$ cat src/rtl/hp_slot_pkg.sv
`timescale 1ns/1ps
package hp_slot_pkg;

  localparam int CTRL_W = 11;
  localparam int EV_N   = 5;
  localparam int IN_N   = 4;

  localparam logic [1:0] ADDR_CAP  = 2'd0;
  localparam logic [1:0] ADDR_CTRL = 2'd1;
  localparam logic [1:0] ADDR_STAT = 2'd2;

  // Input/event index order: button, fault, latch, presence
  localparam int IDX_BTN   = 0;
  localparam int IDX_FAULT = 1;
  localparam int IDX_LATCH = 2;
  localparam int IDX_PRES  = 3;
  localparam int IDX_CC    = 4;

  typedef enum logic [1:0] {
    IND_RSVD  = 2'b00,
    IND_ON    = 2'b01,
    IND_BLINK = 2'b10,
    IND_OFF   = 2'b11
  } ind_code_e;

  typedef struct packed {
    logic      pwr_off;   // bit 10
    ind_code_e pwr_ind;   // bits 9:8
    ind_code_e attn_ind;  // bits 7:6
    logic [5:0] en;       // bit 5 global, bits 4:0 per event
  } slot_ctrl_t;

  localparam slot_ctrl_t CTRL_RESET = slot_ctrl_t'(11'h400);

  function automatic logic [31:0] cap_word(input logic [4:0] present,
                                           input logic [12:0] slot_num);
    return {slot_num, 12'b0, 1'b1, 1'b0, present};
  endfunction

  function automatic ind_code_e ind_resolve(input ind_code_e req,
                                            input ind_code_e cur);
    return (req == IND_RSVD) ? cur : req;
  endfunction

  function automatic logic ind_drive(input ind_code_e code, input logic phase);
    case (code)
      IND_ON:    return 1'b1;
      IND_BLINK: return phase;
      default:   return 1'b0;
    endcase
  endfunction

  function automatic logic irq_calc(input slot_ctrl_t c, input logic [EV_N-1:0] ev);
    return c.en[5] & (|(ev & c.en[EV_N-1:0]));
  endfunction

endpackage

$ cat src/rtl/hp_sync_edge.sv
`timescale 1ns/1ps
module hp_sync_edge #(
  parameter int N = 4
) (
  input  logic         clk,
  input  logic         rst_n,
  input  logic [N-1:0] async_in,
  output logic [N-1:0] level,
  output logic [N-1:0] rise,
  output logic [N-1:0] change
);

  for (genvar i = 0; i < N; i++) begin : g_bit
    logic meta_q, sync_q, prev_q;
    always_ff @(posedge clk or negedge rst_n) begin
      if (!rst_n) begin
        meta_q <= 1'b0;
        sync_q <= 1'b0;
        prev_q <= 1'b0;
      end else begin
        meta_q <= async_in[i];
        sync_q <= meta_q;
        prev_q <= sync_q;
      end
    end
    assign level[i]  = sync_q;
    assign rise[i]   = sync_q & ~prev_q;
    assign change[i] = sync_q ^ prev_q;
  end

endmodule

$ cat src/rtl/hp_cmd_engine.sv
`timescale 1ns/1ps
module hp_cmd_engine
  import hp_slot_pkg::*;
#(
  parameter int CMD_CYCLES = 16
) (
  input  logic       clk,
  input  logic       rst_n,
  input  logic       cmd_start,
  input  slot_ctrl_t ctrl_q,
  output ind_code_e  attn_code,
  output ind_code_e  pwr_code,
  output logic       pwr_off,
  output logic       cmd_busy,
  output logic       cmd_done
);

  localparam int CNT_W = (CMD_CYCLES > 1) ? $clog2(CMD_CYCLES) : 1;
  localparam logic [CNT_W-1:0] CNT_LOAD = CNT_W'(CMD_CYCLES - 1);

  logic [CNT_W-1:0] cnt_q;

  assign cmd_done = cmd_busy && (cnt_q == '0);

  always_ff @(posedge clk or negedge rst_n) begin
    if (!rst_n) begin
      cmd_busy <= 1'b0;
      cnt_q    <= '0;
    end else if (cmd_start) begin
      cmd_busy <= 1'b1;
      cnt_q    <= CNT_LOAD;
    end else if (cmd_busy) begin
      if (cnt_q == '0) cmd_busy <= 1'b0;
      else             cnt_q    <= cnt_q - 1'b1;
    end
  end

  always_ff @(posedge clk or negedge rst_n) begin
    if (!rst_n) begin
      attn_code <= IND_OFF;
      pwr_code  <= IND_OFF;
      pwr_off   <= 1'b1;
    end else if (cmd_done) begin
      attn_code <= ind_resolve(ctrl_q.attn_ind, attn_code);
      pwr_code  <= ind_resolve(ctrl_q.pwr_ind, pwr_code);
      pwr_off   <= ctrl_q.pwr_off;
    end
  end

  p_hold_between_cmds_r6: assert property (@(posedge clk) disable iff (!rst_n)
    !cmd_done |=> $stable({attn_code, pwr_code, pwr_off}));

  p_restart_pending_r7: assert property (@(posedge clk) disable iff (!rst_n)
    (CMD_CYCLES > 1) && cmd_start |=> cmd_busy && !cmd_done);

  p_code_never_reserved_r8: assert property (@(posedge clk) disable iff (!rst_n)
    (attn_code != IND_RSVD) && (pwr_code != IND_RSVD));

endmodule

$ cat src/rtl/hp_blink.sv
`timescale 1ns/1ps
module hp_blink #(
  parameter int DIV = 256
) (
  input  logic clk,
  input  logic rst_n,
  output logic phase
);

  localparam int PW = (DIV > 1) ? $clog2(DIV) : 1;
  localparam logic [PW-1:0] LAST = PW'(DIV - 1);

  logic [PW-1:0] presc_q;
  logic          wrap;

  assign wrap = (presc_q == LAST);

  always_ff @(posedge clk or negedge rst_n) begin
    if (!rst_n) begin
      presc_q <= '0;
      phase   <= 1'b0;
    end else if (wrap) begin
      presc_q <= '0;
      phase   <= ~phase;
    end else begin
      presc_q <= presc_q + 1'b1;
    end
  end

  p_phase_turns_at_wrap_r8: assert property (@(posedge clk) disable iff (!rst_n)
    !wrap |=> $stable(phase));

endmodule

$ cat src/rtl/hp_slot_regs.sv
`timescale 1ns/1ps
module hp_slot_regs
  import hp_slot_pkg::*;
#(
  parameter int          CMD_CYCLES  = 16,
  parameter int          BLINK_DIV   = 256,
  parameter logic [4:0]  CAP_PRESENT = 5'b11111,
  parameter logic [12:0] SLOT_NUM    = 13'd1
) (
  input  logic        clk,
  input  logic        rst_n,
  input  logic [1:0]  reg_addr,
  input  logic        reg_wr,
  input  logic [31:0] reg_wdata,
  output logic [31:0] reg_rdata,
  input  logic        btn_in,
  input  logic        fault_in,
  input  logic        latch_in,
  input  logic        present_in,
  output logic        attn_led,
  output logic        pwr_led,
  output logic        slot_pwr_en,
  output logic        hp_irq
);

  localparam logic [31:0] CAP_VALUE = cap_word(CAP_PRESENT, SLOT_NUM);

  logic [IN_N-1:0] sync_lvl, sync_rise, sync_chg;
  logic [EV_N-1:0] ev_q, ev_set, ev_clr;
  slot_ctrl_t      ctrl_q;
  logic            ctrl_wr, stat_wr;
  logic            cmd_busy, cmd_done, pwr_off, blink_phase;
  ind_code_e       attn_code, pwr_code;
  ind_code_e       codes [2];
  logic [1:0]      leds;
  logic [20:0]     wdata_unused;

  assign wdata_unused = reg_wdata[31:11];

  hp_sync_edge #(.N(IN_N)) u_sync (
    .clk(clk), .rst_n(rst_n),
    .async_in({present_in, latch_in, fault_in, btn_in}),
    .level(sync_lvl), .rise(sync_rise), .change(sync_chg)
  );

  assign ctrl_wr = reg_wr && (reg_addr == ADDR_CTRL);
  assign stat_wr = reg_wr && (reg_addr == ADDR_STAT);

  always_ff @(posedge clk or negedge rst_n) begin
    if (!rst_n)       ctrl_q <= CTRL_RESET;
    else if (ctrl_wr) ctrl_q <= slot_ctrl_t'(reg_wdata[CTRL_W-1:0]);
  end

  hp_cmd_engine #(.CMD_CYCLES(CMD_CYCLES)) u_cmd (
    .clk(clk), .rst_n(rst_n), .cmd_start(ctrl_wr), .ctrl_q(ctrl_q),
    .attn_code(attn_code), .pwr_code(pwr_code), .pwr_off(pwr_off),
    .cmd_busy(cmd_busy), .cmd_done(cmd_done)
  );

  // Event sources: button rising edge, fault level, latch/presence either edge
  assign ev_set[IDX_BTN]   = sync_rise[IDX_BTN];
  assign ev_set[IDX_FAULT] = sync_lvl[IDX_FAULT];
  assign ev_set[IDX_LATCH] = sync_chg[IDX_LATCH];
  assign ev_set[IDX_PRES]  = sync_chg[IDX_PRES];
  assign ev_set[IDX_CC]    = cmd_done;
  assign ev_clr = stat_wr ? reg_wdata[EV_N-1:0] : '0;

  always_ff @(posedge clk or negedge rst_n) begin
    if (!rst_n) ev_q <= '0;
    else        ev_q <= (ev_q & ~ev_clr) | ev_set;
  end

  hp_blink #(.DIV(BLINK_DIV)) u_blink (
    .clk(clk), .rst_n(rst_n), .phase(blink_phase)
  );

  assign codes[0] = attn_code;
  assign codes[1] = pwr_code;
  for (genvar g = 0; g < 2; g++) begin : g_ind
    assign leds[g] = ind_drive(codes[g], blink_phase);
  end

  assign attn_led    = leds[0];
  assign pwr_led     = leds[1];
  assign slot_pwr_en = ~pwr_off;
  assign hp_irq      = irq_calc(ctrl_q, ev_q);

  always_comb begin
    case (reg_addr)
      ADDR_CAP:  reg_rdata = CAP_VALUE;
      ADDR_CTRL: reg_rdata = {21'b0, ctrl_q};
      ADDR_STAT: reg_rdata = {25'b0, sync_lvl[IDX_PRES], sync_lvl[IDX_LATCH], ev_q};
      default:   reg_rdata = '0;
    endcase
  end

  p_irq_needs_global_r10: assert property (@(posedge clk) disable iff (!rst_n)
    hp_irq |-> ctrl_q.en[5]);

  p_done_posts_event_r6: assert property (@(posedge clk) disable iff (!rst_n)
    cmd_done |=> ev_q[IDX_CC]);

  p_button_on_rise_r3: assert property (@(posedge clk) disable iff (!rst_n)
    $rose(ev_q[IDX_BTN]) |-> $past(sync_rise[IDX_BTN]));

  p_fault_relatch_r4: assert property (@(posedge clk) disable iff (!rst_n)
    sync_lvl[IDX_FAULT] |=> ev_q[IDX_FAULT]);

  p_w1c_clears_r5: assert property (@(posedge clk) disable iff (!rst_n)
    stat_wr && reg_wdata[IDX_LATCH] && !sync_chg[IDX_LATCH] |=> !ev_q[IDX_LATCH]);

endmodule

$ cat config.mk
export PLATFORM = sky130hd
export DESIGN_NAME = hp_slot_regs
export DESIGN_NICKNAME = d
export VERILOG_FILES = /design/src/rtl/hp_slot_pkg.sv /design/src/rtl/hp_sync_edge.sv /design/src/rtl/hp_cmd_engine.sv /design/src/rtl/hp_blink.sv /design/src/rtl/hp_slot_regs.sv
export SDC_FILE = /design/constraint.sdc
export NUM_CORES = 1
export LEC_CHECK = 0
export BUFFER_PORTS_ARGS = -buffer_cell sky130_fd_sc_hd__buf_2
export CORE_MARGIN = 1
export CORE_UTILIZATION = 51
export CTS_BUF_LIST = sky130_fd_sc_hd__clkbuf_4 sky130_fd_sc_hd__clkbuf_8
export CTS_CLUSTER_SIZE = 30
export DETAILED_ROUTE_END_ITERATION = 10
export GPL_TIMING_DRIVEN = 0
export PLACE_DENSITY = 0.81
export SYNTH_ARGS = -nofsm -noshare
export SYNTH_HDL_FRONTEND = slang
export SYNTH_SLANG_ARGS = --single-unit
$ cat constraint.sdc
create_clock -name clk -period 1.7 [get_ports clk]
set_clock_uncertainty 0.05 [all_clocks]
set_input_delay 0.17 -clock clk [delete_from_list [all_inputs] [get_ports clk]]
set_output_delay 0.17 -clock clk [all_outputs]
set_load 0.05 [all_outputs]
==> impl_metrics.yaml, run 1 <==
run_status:
  outcome: "finished with violations"
  violations: "negative hold slack"
global_routing:
  grt_max_degree: 47
  grt_first_pass_wirelength_um: 6420
  antenna_found_initial: 0
  grt_pass1_vias: 1426
  grt.overflow.total: 0
  grt_util_all_layers_pct: 20.0
detailed_routing:
  wl_per_cell_um: 12.9
  first_pass_iters: 4
  drcViolationCount: 0
  ant_nets: 0
  drt-vias-per-instance: 4.96
  vias: 1562
  wirelength_um: 4060
  drt-initial-drc-count: 64
yosys:
  yosysSeqAreaShare_pct: 53.2
  ys_types: 43
  synth_ff_type: "dfrtp_1"
  syn_avg_cell_area_um2: 11.1
  synth-async-reset-ratio_pct: 100
  ys_ff_latch: 46
  netlist_area_um2: 2180
  synth_enable_flop_cells: 0
  ys_top_cells_by_area: "dfrtp_1 46%, dfstp_2 7.2%, buf_4 6.9%"
  synth_top_cell_area_share_pct: 46.0
  synthCells: 196
  yosysTopAreaCell: "dfrtp_1"
  ys_warn_count: 0
sta:
  hold_viol: 40
  slew_viol_final: 0
  fin_tns_setup_ps: 0
  hold_ws_ps: -30.8
  worst_pin_slew_ps: 968
  relSlewSlack_pct: 35.5
  finalSetupViolCount: 0
  period_minus_slack_ps: 1640
  finalCritPeriodShare_pct: 96.3
  fmax_mhz: 611
worst_setup_path:
  worstReg2RegStart: "u_blink.presc_q[0]"
  r2r-end: "u_blink.presc_q[3]"
  path_max_fanout: 2
  path_buf_inv: 2
  worst-setup-path-type: "reg -> out"
  crit_arrival_ps: 1420
  cpMaxStageDelayCell: "dfstp_2"
  crit_chain: "inv_1 -> ha_4 -> a21oi_2 -> nor2_2 -> buf_6"
  rrSetupSlack_ps: 100
  rr_worst_depth: 4
  critPathCaptureType: "primary output"
  startpoint_type: "flop"
  crit_path_start: "u_cmd.attn_code[0]"
  worstPathRequired_ps: 1480
  cp_top_family: "flip-flops"
  slowest_delay_ps: 540
pwr:
  p_per_area_nw_per_um2: 1230
  ir_drop_mv: 0.917
  p_leak_nw: 1.35
  finalPower_w: 0.00331
flow_run:
  maxCapViolCount: 0
clock_tree:
  tritoncts: "done"
  cts-root-buf: "clkbuf_8"
  clkSlewWorstSetupHoldPaths_ps: 80
  worstSkewPairLatency_ps: 300
  cts-htree-levels: 2
  clock_path_buffers: 2
  cts_sinks: 46
  cts_buffers: 5
final_layout:
  mostFrequentLayoutCells: "40 x dfrtp_1, 36 x buf_2, 23 x buf_4, 20 x conb_1, 15 x nand2_1"
  n_fill_cell: 321
  diodes: 0
  drive_gt1_share_pct: 36.6
  final_util_pct: 66.4
  final_common_cell: "dfrtp_1"
  area_delta_synth_final_pct: 23.9
  fin_cells: 315
  nets: 311
floorplan:
  fp.dieArea_um2: 4530
  initial_core_util_pct: 53.6
  core_area_um2: 4060
  die_h_um: 67.3
  io_pins: 77
  rows: 23
  die_width_um: 67.3
place:
  hpwl_um: 2770
  dp_cells: 300
  io_buffer_count: 35
  place_congestion: 0.782
hold_path:
  hp-class: "in -> async"
-- cells by family after synthesis --
| logic type | after synthesis | share of synthesized area [%] |
|---|---|---|
| AO/OA/AOI/OAI | 34 | 10.3 |
| XOR/XNOR | 6 | 2.42 |
| adder cells (fa/ha/maj) | 6 | 3.45 |
| buffers and inverters | 35 | 9.66 |
| flip-flops | 46 | 53.2 |
| multiplexers | 11 | 5.69 |
| other | 1 | 0.172 |
| AND/OR/NAND/NOR | 57 | 15.1 |
-- how the worst max path moves through the flow --
| stage | end | slack (ps) | depth (start not counted) |
|---|---|---|---|
| 5_1_grt | pwr_led | -10 | 5 |
| 3_5_place_dp | u_blink.presc_q[3] | 100 | 4 |
| 6_report | attn_led | 60 | 5 |
| 4_1_cts | pwr_led | 4 | 4 |
| 3_3_place_gp | u_blink.presc_q[3] | 130 | 4 |
| 2_1_floorplan | attn_led | 200 | 3 |
-- stage by stage --
step	worst slack, ps	instance area [um2]
2_1_floorplan	197	2250
3_3_place_gp	130	2490
3_5_place_dp	104	2490
4_1_cts	3.56	2640
5_1_grt	-14.5	2700
6_report	62.5	2700
-- cell usage after synthesis (all sizes together), types with 2 or more instances --
master / number
buf: 23
nand3b: 2
a21oi: 14
ha: 6
or3: 2
o21ai: 2
nor2b: 8
nand2b: 6
nand3: 5
dfstp: 6
nand2: 15
dfrtp: 40
xor2: 5
nor3: 2
a21o: 8
inv: 11
nor2: 5
and2: 5
mux2: 11
-- repair_timing --
item / CTS / global route
endpoints found under the hold margin: 4 / 0
resized for setup: 4 / 5
setup endpoints to repair: 2 / 2
pin swaps: 1 / 4
hold buffers: 4 / 0
buffers inserted: 0 / 3
-- final cells by class --
cell class | count | area (um2) | share of cell area, %
flip-flops and latches | 46 | 1160 | 43.0
multi-input cells | 134 | 918 | 34.1
repair buffers | 42 | 250 | 9.29
plain buffers | 24 | 169 | 6.27
clock buffers | 7 | 90.1 | 3.34
well taps | 50 | 62.6 | 2.32
inverters | 11 | 41.3 | 1.53
clock inverters | 1 | 5.00 | 0.186
-- worst register-to-register path, delay by kind of cell (launching register included) --
kind / cells / cell delay [ps]
DFF: 1 / 420
AOI/OAI and AO/OA: 1 / 320
adders and majority gates: 1 / 260
buffers and inverters: 1 / 50
and+or+nand+nor: 1 / 390
-- report_power, final --
| part | internal (W) | leakage [nW] | switching, W |
|---|---|---|---|
| Combinational | 0.000458 | 0.769 | 0.000668 |
| Clock | 0.000344 | 0.0517 | 0.000357 |
| Sequential | 0.00132 | 0.525 | 0.000156 |
| Total | 0.00213 | 1.35 | 0.00118 |
-- sequential cells by signal, indices dropped and copies added, names as in the netlist, 2 cells and up --
signal	count
u_blink.presc_q	8
ctrl_q	11
u_sync.g_bit.sync_q	4
u_cmd.attn_code	2
u_cmd.cnt_q	4
u_cmd.pwr_code	2
ev_q	5
u_sync.g_bit.prev_q	3
u_sync.g_bit.meta_q	4
-- layer usage --
metal	track usage, %	part of all wire [%]
met2	34.0	51
met5	0	0
met1	23.9	42
met4	9.04	1.6
met3	4.73	5.5
No activity file was read; power rests on OpenSTA's default activity.
==> run 2: changes to the inputs <==
--- a/config.mk
+++ b/config.mk
@@ -7,12 +7,12 @@
 export LEC_CHECK = 0
 export BUFFER_PORTS_ARGS = -buffer_cell sky130_fd_sc_hd__buf_2
 export CORE_MARGIN = 1
-export CORE_UTILIZATION = 51
+export CORE_UTILIZATION = 46
 export CTS_BUF_LIST = sky130_fd_sc_hd__clkbuf_4 sky130_fd_sc_hd__clkbuf_8
 export CTS_CLUSTER_SIZE = 30
 export DETAILED_ROUTE_END_ITERATION = 10
 export GPL_TIMING_DRIVEN = 0
-export PLACE_DENSITY = 0.81
+export PLACE_DENSITY = 0.77
 export SYNTH_ARGS = -nofsm -noshare
 export SYNTH_HDL_FRONTEND = slang
 export SYNTH_SLANG_ARGS = --single-unit
==> constraint.sdc (replaced) <==
create_clock -name clk -period 1.5 [get_ports clk]
set_clock_uncertainty 0.05 [all_clocks]
set_input_delay 0.15 -clock clk [delete_from_list [all_inputs] [get_ports clk]]
set_output_delay 0.15 -clock clk [all_outputs]
set_load 0.05 [all_outputs]
==> run 2 against run 1 <==
  * The flow finishes with violations (negative setup slack)
  * Register-to-register slack worse by 120 ps
  * Global-route usage down 2.0 points
  * Combinational power up 42%
  * Largest cell class unchanged
  * Highest routed layer unchanged
  * Non-clock buffer count up 12
  * Hold slack better by 57 ps
  * Die area up 11%
==> impl_metrics.yaml, run 2 (same netlist as run 1, synthesis figures left out) <==
floorplan:
  fp.dieArea_um2: 5010
  io_pins: 77
  die_width_um: 70.8
  rows: 24
  initial_core_util_pct: 49.0
  core_area_um2: 4440
  die_h_um: 70.8
final_layout:
  top_regs: "ctrl_q (11), u_blink.presc_q (8), ev_q (5)"
  diodes: 0
  final_common_cell: "dfrtp_1"
  mostFrequentLayoutCells: "40 x dfrtp_1, 36 x buf_4, 31 x buf_2, 20 x conb_1, 15 x nand2_1"
  area_delta_synth_final_pct: 33.1
  nets: 323
  final_util_pct: 65.2
  drive_gt1_share_pct: 44.0
  n_fill_cell: 367
  largest_reg_flops: 11
  top_register: "ctrl_q"
  final_cell_area_um2: 2900
worst_setup_path:
  path_max_fanout: 2
  worstPathRequired_ps: 1300
  rr_worst_depth: 6
  worst-setup-path-type: "reg -> out"
  rrSetupSlack_ps: -20
  critPathCaptureType: "primary output"
  path_buf_inv: 2
  crit_arrival_ps: 1410
  crit_chain: "buf_4 -> ha_4 -> a21oi_4 -> nor2_2 -> buf_6"
  slowest_delay_ps: 550
  cpMaxStageDelayCell: "dfstp_2"
  r2r-end: "u_cmd.cnt_q[3]"
  cp_top_family: "flip-flops"
  startpoint_type: "flop"
  worstReg2RegStart: "u_cmd.cnt_q[1]"
detailed_routing:
  drcViolationCount: 0
  vias: 1631
  first_pass_iters: 7
  drt-vias-per-instance: 4.96
  ant_nets: 0
  wirelength_um: 4480
  wl_per_cell_um: 13.6
  drt-initial-drc-count: 46
sta:
  slew_viol_final: 0
  fin_tns_setup_ps: -326
  rsz0062_at_grt: "yes"
  period_minus_slack_ps: 1610
  timing.final.ws_setup_ps: -111
  finalCritPeriodShare_pct: 107
  worst_pin_slew_ps: 977
  hold_viol: 0
  finalSetupViolCount: 5
  hold_ws_ps: 26.7
  fmax_mhz: 621
  relSlewSlack_pct: 34.9
clock_tree:
  cts_sinks: 46
  clkSlewWorstSetupHoldPaths_ps: 90
  tritoncts: "done"
  clock_path_buffers: 2
  worstSkewPairLatency_ps: 300
  cts_buffers: 5
  cts-root-buf: "clkbuf_8"
  cts-htree-levels: 2
place:
  hpwl_um: 2810
  place_congestion: 0.770
  io_buffer_count: 35
  placed_cell_area_um2: 2490
pwr:
  ir_drop_mv: 0.964
  seq_power_share_pct: 41.7
  power_frac_comb_pct: 39.5
  pwr-share-clk_pct: 18.8
  p_leak_nw: 1.41
  p_per_area_nw_per_um2: 1400
  p_switching_w: 0.00151
  finalPower_w: 0.00407
  p_int_w: 0.00256
  sw_frac_of_total_pct: 37.1
global_routing:
  antenna_found_initial: 0
  grt.overflow.total: 0
  grt_util_all_layers_pct: 18.0
  grt_pass1_vias: 1434
  grt_first_pass_wirelength_um: 6980
  grt_max_degree: 47
run_status:
  outcome: "finished with violations"
  violations: "negative setup slack"
flow_run:
  maxCapViolCount: 0
hold_path:
  whs_endpoint: "ctrl_q[7]"
  whs_path_depth: 2
  min_from: "reg_wdata[7]"
  hp-class: "in -> reg"
## run 2: cell count changes in the layout (fill, tap and decap cells not counted), sizes merged
cell,previous run,this run
buf,61,70
clkinv,1,2
clkinvlp,0,1
dlygate4sd3,4,5
## run 2: power groups by stage
stage | registers, W | logic, W | clock network, W
floorplan | 0.00163 | 0.000901 | 0
global placement | 0.00167 | 0.00107 | 0
detailed placement | 0.00168 | 0.00110 | 0
CTS | 0.00168 | 0.00137 | 0.000782
global route | 0.00172 | 0.00173 | 0.000839
finish | 0.00170 | 0.00161 | 0.000766
## run 2: final cells by class
class | instances | area (um2) | area share (%)
clock inverter | 3 | 21.3 | 0.734
sequential | 46 | 1160 | 40.0
multi-input combinational | 134 | 1010 | 34.9
tap | 52 | 65.1 | 2.25
inverter | 11 | 41.3 | 1.43
timing repair buffer | 54 | 360 | 12.4
clock buffer | 5 | 68.8 | 2.38
buffer | 24 | 171 | 5.92
## run 2: what timing repair did
item | in CTS | in global routing
endpoints found under the setup margin | 8 | 14
setup buffers | 8 | 6
pin swaps | 7 | 7
endpoints found under the hold margin | 44 | 0
hold buffers | 5 | 0
resized for setup | 23 | 17
## run 2: through the flow
step / setup slack (ps) / instances
after floorplan: 13.2 / 215
after global placement: -85.9 / 302
after detailed placement: -107 / 302
after CTS: -117 / 323
after global routing: -158 / 329
final: -111 / 329
## run 2: routing by layer
layer / GRT usage, % / part of all wire [%] / vias up
met5: 0 / 0 / -
met4: 4.67 / 0.56 / 0
met3: 4.70 / 4.0 / 4
met2: 29.6 / 51 / 50
met1: 23.9 / 44 / 793
li1: - / - / 784
## run 2: worst max path at each step
stage / start / endpoint / depth (start not counted)
after floorplan: u_blink.presc_q[0] / u_blink.presc_q[3] / 4
after global placement: u_blink.presc_q[0] / u_blink.presc_q[3] / 4
after detailed placement: u_blink.presc_q[0] / u_blink.presc_q[3] / 4
after CTS: u_cmd.pwr_code[1] / pwr_led / 5
after global routing: u_cmd.attn_code[1] / attn_led / 5
final: u_cmd.attn_code[0] / attn_led / 5
==> run 3: changes to the inputs <==
--- a/config.mk
+++ b/config.mk
@@ -6,12 +6,12 @@
 export NUM_CORES = 1
 export LEC_CHECK = 0
 export BUFFER_PORTS_ARGS = -buffer_cell sky130_fd_sc_hd__buf_2
-export CORE_MARGIN = 1
 export CORE_UTILIZATION = 46
 export CTS_BUF_LIST = sky130_fd_sc_hd__clkbuf_4 sky130_fd_sc_hd__clkbuf_8
 export CTS_CLUSTER_SIZE = 30
 export DETAILED_ROUTE_END_ITERATION = 10
 export GPL_TIMING_DRIVEN = 0
+export MAX_ROUTING_LAYER = met4
 export PLACE_DENSITY = 0.77
 export SYNTH_ARGS = -nofsm -noshare
 export SYNTH_HDL_FRONTEND = slang
==> run 3 against run 2 <==
  * The flow still finishes with violations (negative setup slack)
  * Hold slack better by 1.0 ps
  * Combinational power hardly changed
  * Global-route usage is 0.60 points higher
  * Sequential share of layout area stayed put
  * Cell area stayed put
  * Non-clock buffer count stayed put
  * Sequential power hardly changed
  * Routed wire length is 1.3% lower
==> impl_metrics.yaml, run 3 (same netlist as run 1, synthesis figures left out) <==
place:
  placed_cell_area_um2: 2490
  io_buffer_count: 35
  place_congestion: 0.780
  hpwl_um: 2810
  dp_cells: 302
pwr:
  power_frac_comb_pct: 39.5
  pwr-share-clk_pct: 18.8
  p_leak_nw: 1.41
  p_switching_w: 0.00151
  p_int_w: 0.00256
  p_per_area_nw_per_um2: 1400
  seq_power_share_pct: 41.7
  ir_drop_mv: 0.963
  sw_frac_of_total_pct: 37.1
worst_setup_path:
  slowest_delay_ps: 580
  critPathCaptureType: "primary output"
  rrSetupSlack_ps: -10
  worstPathRequired_ps: 1300
  path_max_fanout: 2
  cpMaxStageDelayCell: "dfstp_2"
  startpoint_type: "flop"
  cp_top_family: "flip-flops"
  path_buf_inv: 2
  crit_arrival_ps: 1410
  crit_chain: "inv_2 -> ha_4 -> a21oi_4 -> nor2_2 -> buf_6"
  worst-setup-path-type: "reg -> out"
detailed_routing:
  vias: 1616
  ant_nets: 0
  drt-vias-per-instance: 4.91
  drcViolationCount: 0
  first_pass_iters: 7
  wirelength_um: 4430
  wl_per_cell_um: 13.5
  drt-initial-drc-count: 47
sta:
  timing.final.ws_setup_ps: -110
  period_minus_slack_ps: 1610
  relSlewSlack_pct: 34.8
  finalSetupViolCount: 4
  rsz0062_at_grt: "yes"
  finalCritPeriodShare_pct: 107
  hold_viol: 0
  worst_pin_slew_ps: 978
  fmax_mhz: 621
  slew_viol_final: 0
clock_tree:
  cts-htree-levels: 2
  cts_sinks: 46
  tritoncts: "done"
  worstSkewPairLatency_ps: 300
  clock_path_buffers: 2
  cts_buffers: 5
  cts-root-buf: "clkbuf_8"
  clkSlewWorstSetupHoldPaths_ps: 90
final_layout:
  area_delta_synth_final_pct: 33.1
  diodes: 0
  final_common_cell: "dfrtp_1"
  multiInputGateArea_um2: 1010
  largest_reg_flops: 11
  mostFrequentLayoutCells: "40 x dfrtp_1, 36 x buf_4, 31 x buf_2, 20 x conb_1, 15 x nand2_1"
  top_regs: "ctrl_q (11), u_blink.presc_q (8), ev_q (5)"
  nets: 323
  final_util_pct: 65.2
  n_fill_cell: 367
  drive_gt1_share_pct: 44.4
  top_register: "ctrl_q"
  fin_cells: 329
  final_cell_area_um2: 2900
  seq_area_um2: 1160
global_routing:
  grt_first_pass_wirelength_um: 6980
  grt_max_degree: 47
  grt_pass1_vias: 1435
  antenna_found_initial: 0
  grt_util_all_layers_pct: 18.6
  grt.overflow.total: 0
hold_path:
  hp-class: "in -> reg"
flow_run:
  maxCapViolCount: 0
run_status:
  outcome: "finished with violations"
  violations: "negative setup slack"
floorplan:
  io_pins: 77
  die_h_um: 70.8
  die_width_um: 70.8
  core_area_um2: 4440
  rows: 24
  fp.dieArea_um2: 5010
  initial_core_util_pct: 49.0
run 3: cell counts in the layout (fill, tap and decap cells not counted):
Identical to the previous run, type by type.
run 3: metal layers:
layer	up-vias	track usage, %	share of wire, %
met3	6	4.70	4.1
met5	-	-	0
li1	785	-	-
met1	781	23.7	45
met2	44	29.9	50
met4	0	4.67	1.1
run 3: worst paths after layout:
kind,from,endpoint,cells past startpoint
hold / removal,reg_wdata[7],ctrl_q[7],2
min in group asynchronous,rst_n,u_sync.g_bit[1].meta_q,2
setup reg to reg,u_cmd.cnt_q[1],u_cmd.cnt_q[3],6
hold reg to reg,u_sync.g_bit[3].meta_q,u_sync.g_bit[3].sync_q,0
max in group asynchronous,rst_n,u_blink.presc_q[1],2
setup / recovery,u_cmd.attn_code[1],attn_led,5
run 3: through the flow:
stage / power [W] / setup slack (ps) / setup TNS [ps] / hold WS (ps)
4_1_cts: 0.00384 / -117 / -305 / 24.8
3_5_place_dp: 0.00278 / -107 / -244 / 210
2_1_floorplan: 0.00253 / 13.2 / 0 / -196
5_1_grt: 0.00430 / -158 / -620 / 23.3
3_3_place_gp: 0.00274 / -85.9 / -159 / 208
6_report: 0.00407 / -110 / -291 / 27.7
run 3: layout make-up:
class                      count  share of cell area, %
timing repair buffer          54                   12.4
buffer                        24                   5.92
tap                           52                   2.25
sequential                    46                   40.0
clock inverter                 3                  0.734
multi-input combinational    134                   34.9
inverter                      11                   1.43
clock buffer                   5                   2.38
run 3: power groups by stage:
stage | Sequential [W] | Combinational [W] | Clock, W
2_1_floorplan | 0.00163 | 0.000901 | 0
4_1_cts | 0.00168 | 0.00137 | 0.000782
5_1_grt | 0.00173 | 0.00173 | 0.000839
6_report | 0.00170 | 0.00161 | 0.000765
3_3_place_gp | 0.00167 | 0.00107 | 0
3_5_place_dp | 0.00168 | 0.00110 | 0
run 3: worst register-to-register path: cells and delay by family (launching register included):
kind	cells	cell delay [ps]
AND/OR/NAND/NOR	2	480
flip-flops	1	410
buffers and inverters	2	220
AO/OA/AOI/OAI	1	90
adder cells (fa/ha/maj)	1	140
run 3: what timing repair did:
action | 4_1_cts | 5_1_grt
gates resized for setup | 23 | 18
pin swaps | 7 | 8
endpoints found under the hold margin | 44 | 0
setup buffers | 8 | 6
hold buffers | 5 | 0
endpoints found under the setup margin | 8 | 14
